===== src/rtl/i2cseq_pkg.sv =====
package i2cseq_pkg;
  localparam int BYTE_W   = 8;
  localparam int CMD_W    = BYTE_W + 3;
  localparam int TADDR_W  = 10;
  localparam int STEP_W   = 2;
  localparam logic [4:0] TEN_HDR = 5'b11110;

  typedef enum logic [1:0] {
    SLOT_START = 2'd0,
    SLOT_STOP  = 2'd1,
    SLOT_BIT   = 2'd2
  } slot_kind_e;

  typedef enum logic [2:0] {
    ST_IDLE, ST_START, ST_ALOAD, ST_ADDR,
    ST_DATA, ST_FETCH, ST_FLUSH, ST_STOP
  } seq_state_e;

  typedef struct packed {
    logic              rs;
    logic              stop;
    logic              rd;
    logic [BYTE_W-1:0] data;
  } cmd_word_t;
endpackage


===== src/rtl/i2cseq_shifter.sv =====
module i2cseq_shifter #(
  parameter int W = 8
) (
  input  logic         clk,
  input  logic         rst,
  input  logic         load,
  input  logic [W-1:0] ld_byte,
  input  logic         ld_rd,
  input  logic         ld_ack,
  input  logic         step,
  input  logic         rbit,
  output logic         tx_bit,
  output logic         last_slot,
  output logic [W-1:0] rx_byte
);
  localparam int CW = $clog2(W + 1);

  logic [W-1:0]  sh;
  logic [CW-1:0] cnt;
  logic          rd_q;
  logic          ack_q;

  always_ff @(posedge clk) begin
    if (rst) begin
      sh    <= '0;
      cnt   <= '0;
      rd_q  <= 1'b0;
      ack_q <= 1'b1;
    end else if (load) begin
      sh    <= ld_byte;
      cnt   <= '0;
      rd_q  <= ld_rd;
      ack_q <= ld_ack;
    end else if (step && !last_slot) begin
      sh  <= {sh[W-2:0], rbit};
      cnt <= cnt + 1'b1;
    end
  end

  assign last_slot = (cnt == CW'(W));
  assign tx_bit    = last_slot ? (rd_q ? ack_q : 1'b1)
                               : (rd_q ? 1'b1  : sh[W-1]);
  assign rx_byte   = sh;
endmodule


===== src/rtl/i2cseq_addr_gen.sv =====
module i2cseq_addr_gen
  import i2cseq_pkg::*;
(
  input  logic               ten,
  input  logic [TADDR_W-1:0] taddr,
  input  logic               rd,
  input  logic [STEP_W-1:0]  step,
  output logic [BYTE_W-1:0]  abyte,
  output logic               is_rs,
  output logic               is_last
);
  always_comb begin
    abyte   = {taddr[6:0], rd};
    is_rs   = 1'b0;
    is_last = 1'b1;
    if (ten) begin
      case (step)
        2'd0: begin
          abyte   = {TEN_HDR, taddr[9:8], 1'b0};
          is_last = 1'b0;
        end
        2'd1: begin
          abyte   = taddr[7:0];
          is_last = !rd;
        end
        2'd2: begin
          abyte   = '0;
          is_rs   = 1'b1;
          is_last = 1'b0;
        end
        default: abyte = {TEN_HDR, taddr[9:8], 1'b1};
      endcase
    end
  end
endmodule


===== src/rtl/i2cseq_engine.sv =====
module i2cseq_engine
  import i2cseq_pkg::*;
(
  input  logic               clk,
  input  logic               rst,
  input  logic               cfg_ten_bit,
  input  logic [TADDR_W-1:0] cfg_taddr,
  input  logic               cmd_valid,
  input  logic [CMD_W-1:0]   cmd_word,
  output logic               cmd_pop,
  output logic               slot_req,
  output logic [1:0]         slot_kind,
  output logic               slot_bit,
  input  logic               slot_done,
  input  logic               slot_rbit,
  output logic               hold_low,
  output logic               rx_push,
  output logic [BYTE_W-1:0]  rx_byte,
  output logic               evt_err,
  output logic               evt_done
);
  seq_state_e          st;
  cmd_word_t           inw;
  logic [BYTE_W-1:0]   cur_data;
  logic                cur_rd;
  logic                cur_stop;
  logic [STEP_W-1:0]   step_q;

  logic [BYTE_W-1:0]   a_byte;
  logic                a_rs;
  logic                a_last;

  logic                sh_load;
  logic [BYTE_W-1:0]   sh_byte;
  logic                sh_rd;
  logic                sh_ack;
  logic                sh_tx;
  logic                sh_last;
  logic [BYTE_W-1:0]   sh_rx;
  logic                bit_step;
  logic                byte_done;

  assign inw = cmd_word_t'(cmd_word);

  i2cseq_addr_gen u_addr (
    .ten     (cfg_ten_bit),
    .taddr   (cfg_taddr),
    .rd      (cur_rd),
    .step    (step_q),
    .abyte   (a_byte),
    .is_rs   (a_rs),
    .is_last (a_last)
  );

  i2cseq_shifter #(.W(BYTE_W)) u_shift (
    .clk       (clk),
    .rst       (rst),
    .load      (sh_load),
    .ld_byte   (sh_byte),
    .ld_rd     (sh_rd),
    .ld_ack    (sh_ack),
    .step      (bit_step),
    .rbit      (slot_rbit),
    .tx_bit    (sh_tx),
    .last_slot (sh_last),
    .rx_byte   (sh_rx)
  );

  // slot interface, decoded from state registers only
  always_comb begin
    slot_req  = (st == ST_START) || (st == ST_ADDR) ||
                (st == ST_DATA)  || (st == ST_STOP);
    slot_kind = SLOT_BIT;
    if (st == ST_START || (st == ST_ADDR && a_rs)) slot_kind = SLOT_START;
    else if (st == ST_STOP)                        slot_kind = SLOT_STOP;
    slot_bit  = (slot_kind == SLOT_BIT) ? sh_tx : 1'b1;
    cmd_pop   = cmd_valid &&
                (st == ST_IDLE || st == ST_FETCH || st == ST_FLUSH);
    hold_low  = !cmd_valid && (st == ST_FETCH || st == ST_FLUSH);
  end

  assign bit_step  = slot_req && slot_done && (slot_kind == SLOT_BIT);
  assign byte_done = bit_step && sh_last;

  // shifter load selection
  always_comb begin
    sh_load = 1'b0;
    sh_byte = a_byte;
    sh_rd   = 1'b0;
    sh_ack  = 1'b1;
    case (st)
      ST_ALOAD: sh_load = !a_rs;
      ST_ADDR: begin
        if (byte_done && !slot_rbit && a_last) begin
          sh_load = 1'b1;
          sh_byte = cur_data;
          sh_rd   = cur_rd;
          sh_ack  = cur_stop;
        end
      end
      ST_FETCH: begin
        if (cmd_valid && !inw.rs) begin
          sh_load = 1'b1;
          sh_byte = inw.data;
          sh_rd   = inw.rd;
          sh_ack  = inw.stop;
        end
      end
      default: ;
    endcase
  end

  always_ff @(posedge clk) begin
    if (rst) begin
      st       <= ST_IDLE;
      cur_data <= '0;
      cur_rd   <= 1'b0;
      cur_stop <= 1'b0;
      step_q   <= '0;
      evt_err  <= 1'b0;
      evt_done <= 1'b0;
      rx_push  <= 1'b0;
      rx_byte  <= '0;
    end else begin
      evt_err  <= 1'b0;
      evt_done <= 1'b0;
      rx_push  <= 1'b0;
      case (st)
        ST_IDLE: begin
          if (cmd_valid) begin
            cur_data <= inw.data;
            cur_rd   <= inw.rd;
            cur_stop <= inw.stop;
            st       <= ST_START;
          end
        end
        ST_START: begin
          if (slot_done) begin
            step_q <= '0;
            st     <= ST_ALOAD;
          end
        end
        ST_ALOAD: st <= ST_ADDR;
        ST_ADDR: begin
          if (a_rs) begin
            if (slot_done) begin
              step_q <= step_q + 1'b1;
              st     <= ST_ALOAD;
            end
          end else if (byte_done) begin
            if (slot_rbit) begin
              evt_err <= 1'b1;
              st      <= cur_stop ? ST_STOP : ST_FLUSH;
            end else if (a_last) begin
              st <= ST_DATA;
            end else begin
              step_q <= step_q + 1'b1;
              st     <= ST_ALOAD;
            end
          end
        end
        ST_DATA: begin
          if (byte_done) begin
            if (cur_rd) begin
              rx_push <= 1'b1;
              rx_byte <= sh_rx;
            end
            if (!cur_rd && slot_rbit) begin
              evt_err <= 1'b1;
              st      <= cur_stop ? ST_STOP : ST_FLUSH;
            end else begin
              st <= cur_stop ? ST_STOP : ST_FETCH;
            end
          end
        end
        ST_FETCH: begin
          if (cmd_valid) begin
            cur_data <= inw.data;
            cur_rd   <= inw.rd;
            cur_stop <= inw.stop;
            st       <= inw.rs ? ST_START : ST_DATA;
          end
        end
        ST_FLUSH: begin
          if (cmd_valid && inw.stop) st <= ST_STOP;
        end
        ST_STOP: begin
          if (slot_done) begin
            evt_done <= 1'b1;
            st       <= ST_IDLE;
          end
        end
        default: st <= ST_IDLE;
      endcase
    end
  end
endmodule


===== config.mk =====
export PLATFORM = sky130hd
export DESIGN_NAME = i2cseq_engine
export DESIGN_NICKNAME = d
export VERILOG_FILES = /design/src/rtl/i2cseq_pkg.sv /design/src/rtl/i2cseq_shifter.sv /design/src/rtl/i2cseq_addr_gen.sv /design/src/rtl/i2cseq_engine.sv
export SDC_FILE = /design/constraint.sdc
export NUM_CORES = 1
export LEC_CHECK = 0
export BUFFER_PORTS_ARGS = -buffer_cell sky130_fd_sc_hd__buf_2
export CELL_PAD_IN_SITES_DETAIL_PLACEMENT = 1
export CELL_PAD_IN_SITES_GLOBAL_PLACEMENT = 1
export CORE_MARGIN = 2
export CORE_UTILIZATION = 25
export CTS_BUF_LIST = sky130_fd_sc_hd__clkbuf_4
export CTS_CLUSTER_DIAMETER = 100
export CTS_CLUSTER_SIZE = 16
export DETAILED_ROUTE_END_ITERATION = 10
export HOLD_SLACK_MARGIN = 0.03
export PLACE_DENSITY = 0.55
export SLEW_MARGIN = 15
export SYNTH_ARGS = -nofsm -noshare
export SYNTH_HDL_FRONTEND = slang
export SYNTH_SLANG_ARGS = --single-unit

===== constraint.sdc =====
create_clock -name clk -period 2.1 [get_ports clk]
set_input_delay 0.105 -clock clk [delete_from_list [all_inputs] [get_ports clk]]
set_output_delay 0.105 -clock clk [all_outputs]
set_load 0.1 [all_outputs]

==> impl_metrics.env <==
export IMPL_status="complete, no violations"
export IMPL_wl_met1_um=3950
export IMPL_final_hold_viol_count=0
export IMPL_initialDrtViolationCount=77
export IMPL_grtUsageTotal=0.158
export IMPL_route_met3_wl_um=221
export IMPL_grt_antenna_before_repair=1
export IMPL_die_h_um=104
export IMPL_cts_tree="built"
export IMPL_period_needed_ps=2020
export IMPL_critPathMaxStageDelay_ps=410
export IMPL_ys_types=64
export IMPL_fin_area_mm2=0.00333
export IMPL_place_congestion=0.780
export IMPL_clockBufferDepth=2
export IMPL_fin_nets=401
export IMPL_synth_compound_area_frac=0.247
export IMPL_die_area_mm2=0.0108
export IMPL_start_util=0.257
export IMPL_post_place_ws_ps=-40.6
export IMPL_wl_um=8410
export IMPL_critical_path_arrival_ps=2290
export IMPL_slew_headroom=0.536
export IMPL_placementRows=36
export IMPL_cts_sinks=40
export IMPL_firstDrtPassIters=4
export IMPL_asyncSetResetFlopFracSynth=0
export IMPL_synth_ff_type="dfxtp_1"
export IMPL_drv_cap=0
export IMPL_setup_ws_ps=78.4
export IMPL_synth_xor_area_share=0.0140
export IMPL_wl_per_cell_um=16.7
export IMPL_cp_cell_sequence="inv_4, ha_4, or3_4, a31oi_4, and3_4, nor2_2, a221o_1"
export IMPL_fin_tns_setup_ps=0
export IMPL_min_to="cur_stop"
export IMPL_grt_max_degree=33
export IMPL_cts_buffers=5
export IMPL_via_count=2527
export IMPL_synth_nets=332
export IMPL_worst_r2r_endpoint="u_shift.ack_q"
export IMPL_skew_ps=4.41
export IMPL_hp_class="in2reg"
export IMPL_path_clk_slew_ps=130
export IMPL_drc=0
export IMPL_worstPathMaxFanout=5
export IMPL_start_kind="flip-flop"
export IMPL_power_mw=3.16
export IMPL_synth_area_per_cell_um2=8.36
export IMPL_final_antenna_net_count=0
export IMPL_period_share=0.963
export IMPL_fmax_ghz=0.495
export IMPL_reg2reg_slack_ps=80
export IMPL_vias_per_cell=5.02
export IMPL_io_buffers=43
export IMPL_holdPathStages=3
export IMPL_top_layer="met4"
export IMPL_drive_above_1_share=0.322
export IMPL_setup_viol=0
export IMPL_synth_adder_area_share=0.0300
export IMPL_r2r_cells=7
export IMPL_timing_max_transition_violations_final=0
export IMPL_clock_latency_ps=370
export IMPL_irDropWorstVdd_mv=0.296
export IMPL_grt_pass1_vias=2538
export IMPL_rsz0062_at_grt="yes"
export IMPL_cp_end_kind="flip-flop"
export IMPL_ctsHtreeMaxLevel=2
export IMPL_netlist_instances=299
export IMPL_fin_util=0.342
export IMPL_synth_simple_gate_area_frac=0.240
export IMPL_layout_commonest_cell="buf_2"
export IMPL_tightestPinTransition_ps=696
export IMPL_ioPinCount=44
export IMPL_ys_seq_area_frac=0.320
export IMPL_area_delta_synth_final_pct=33.4
export IMPL_placed_area_mm2=0.00306
export IMPL_grt_pass1_wl_um=13700
export IMPL_synth_top_family_by_area="compound AO/OA/AOI/OAI gates"
export IMPL_die_w_um=104
export IMPL_ys_ff_latch=40
export IMPL_reg2reg_from="step_q[0]"
export IMPL_final_cell_mix="buf_2 (38), dfxtp_1 (37), nor2_1 (35)"
export IMPL_root_buffer="clkbuf_4"
export IMPL_syn_area_mm2=0.00250
export IMPL_power_density_mw_per_mm2=950
export IMPL_critPathKind="reg2reg"
export IMPL_grt_overflow=0
export IMPL_synth_edf_count=0
export IMPL_core_mm2=0.00973
export IMPL_min_from="cmd_word[9]"
export IMPL_yosysWarnings=0
export IMPL_hpwl_um=6490
export IMPL_cp_data_required_time_ps=2370
export IMPL_p_leak_nw=1.36
export IMPL_synth_area_mux_share=0.0886
export IMPL_wl_met2_um=4080
export IMPL_slowest_stage="dfxtp_4"
[sequential cells by signal (all words and copies together) (netlist names), 2 cells and up]
signal and cells:
u_shift.cnt 4, rx_byte 8, st 3, step_q 2
cur_data 8, u_shift.rx_byte 8
[where the power goes]
part / switching, mW / internal (mW) / total (mW)
combinational: 1.04 / 0.689 / 1.73
sequential: 0.124 / 0.886 / 1.01
clock: 0.295 / 0.126 / 0.422
total: 1.46 / 1.70 / 3.16
[critical path, delay by kind of cell, from the launching register on]
family                     cells  cell delay (ps)
buffers and inverters          1               60
and+or+nand+nor                3              720
adders and majority gates      1              170
AOI/OAI and AO/OA              2              550
DFF                            1              410
[cells by family after synthesis]
| kind of cell | count (synthesis) |
|---|---|
| AND/OR/NAND/NOR | 112 |
| AO/OA/AOI/OAI | 84 |
| flip-flops | 40 |
| buffers and inverters | 31 |
| multiplexers | 22 |
| adder cells (fa/ha/maj) | 6 |
| XOR/XNOR | 4 |
[stage by stage]
step                      instances  hold WS (ps)
after global routing            503          51.8
after floorplan                 299           244
after global placement          482           366
final                           503          37.9
after CTS                       499          37.7
after detailed placement        482           371
[repair_timing]
| item | in CTS | in global routing |
|---|---|---|
| pin swaps | 0 | 9 |
| setup buffers | 1 | 3 |
| setup endpoints to repair | 9 | 12 |
| gates resized for setup | 5 | 22 |
| hold endpoints to repair | 8 | 0 |
| hold buffers | 8 | 0 |
[cell usage after synthesis (all sizes together), types with 3 or more instances]
cell type / number / area share
nand2: 12 / 0.018
nand3b: 5 / 0.015
a22oi: 3 / 0.011
a211oi: 13 / 0.039
clkbuf: 12 / 0.018
o32ai: 3 / 0.014
or3: 3 / 0.0095
nand3: 6 / 0.012
nor3b: 3 / 0.0090
nor3: 9 / 0.018
nand4: 4 / 0.010
a21oi: 16 / 0.032
nor2: 38 / 0.057
a31oi: 5 / 0.019
and2: 3 / 0.0075
buf: 12 / 0.031
nor2b: 6 / 0.015
mux2i: 21 / 0.084
o21ai: 15 / 0.030
and3: 5 / 0.015
a2111oi: 4 / 0.017
inv: 7 / 0.011
dfxtp: 40 / 0.32
nand2b: 5 / 0.013
a221oi: 6 / 0.021
ha: 6 / 0.030
[routing by layer]
metal | vias to the layer above | global-route usage
met1 | 1228 | 0.204
met5 | - | 0
li1 | 1250 | -
met4 | 0 | 0.0531
met3 | 9 | 0.0276
met2 | 40 | 0.267
[worst max-delay path by stage]
| stage | startpoint | end | cells after the start |
|---|---|---|---|
| after CTS | step_q[1] | u_shift.ack_q | 7 |
| after floorplan | step_q[0] | slot_bit | 5 |
| after global routing | step_q[0] | u_shift.rx_byte[2] | 7 |
| final | step_q[0] | u_shift.ack_q | 7 |
| after global placement | step_q[1] | u_shift.ack_q | 7 |
| after detailed placement | step_q[1] | u_shift.ack_q | 7 |
[cell type report]
cell class | count | area (um^2)
diodes | 1 | 2.50
clock buffers | 5 | 37.5
clock inverters | 3 | 18.8
fillers | 1196 | 6400
inverters | 7 | 28.8
multi-input cells | 228 | 1650
flip-flops and latches | 40 | 810
well taps | 133 | 166
repair buffers | 86 | 616
Note: power is estimated with default switching activity, not from simulation.
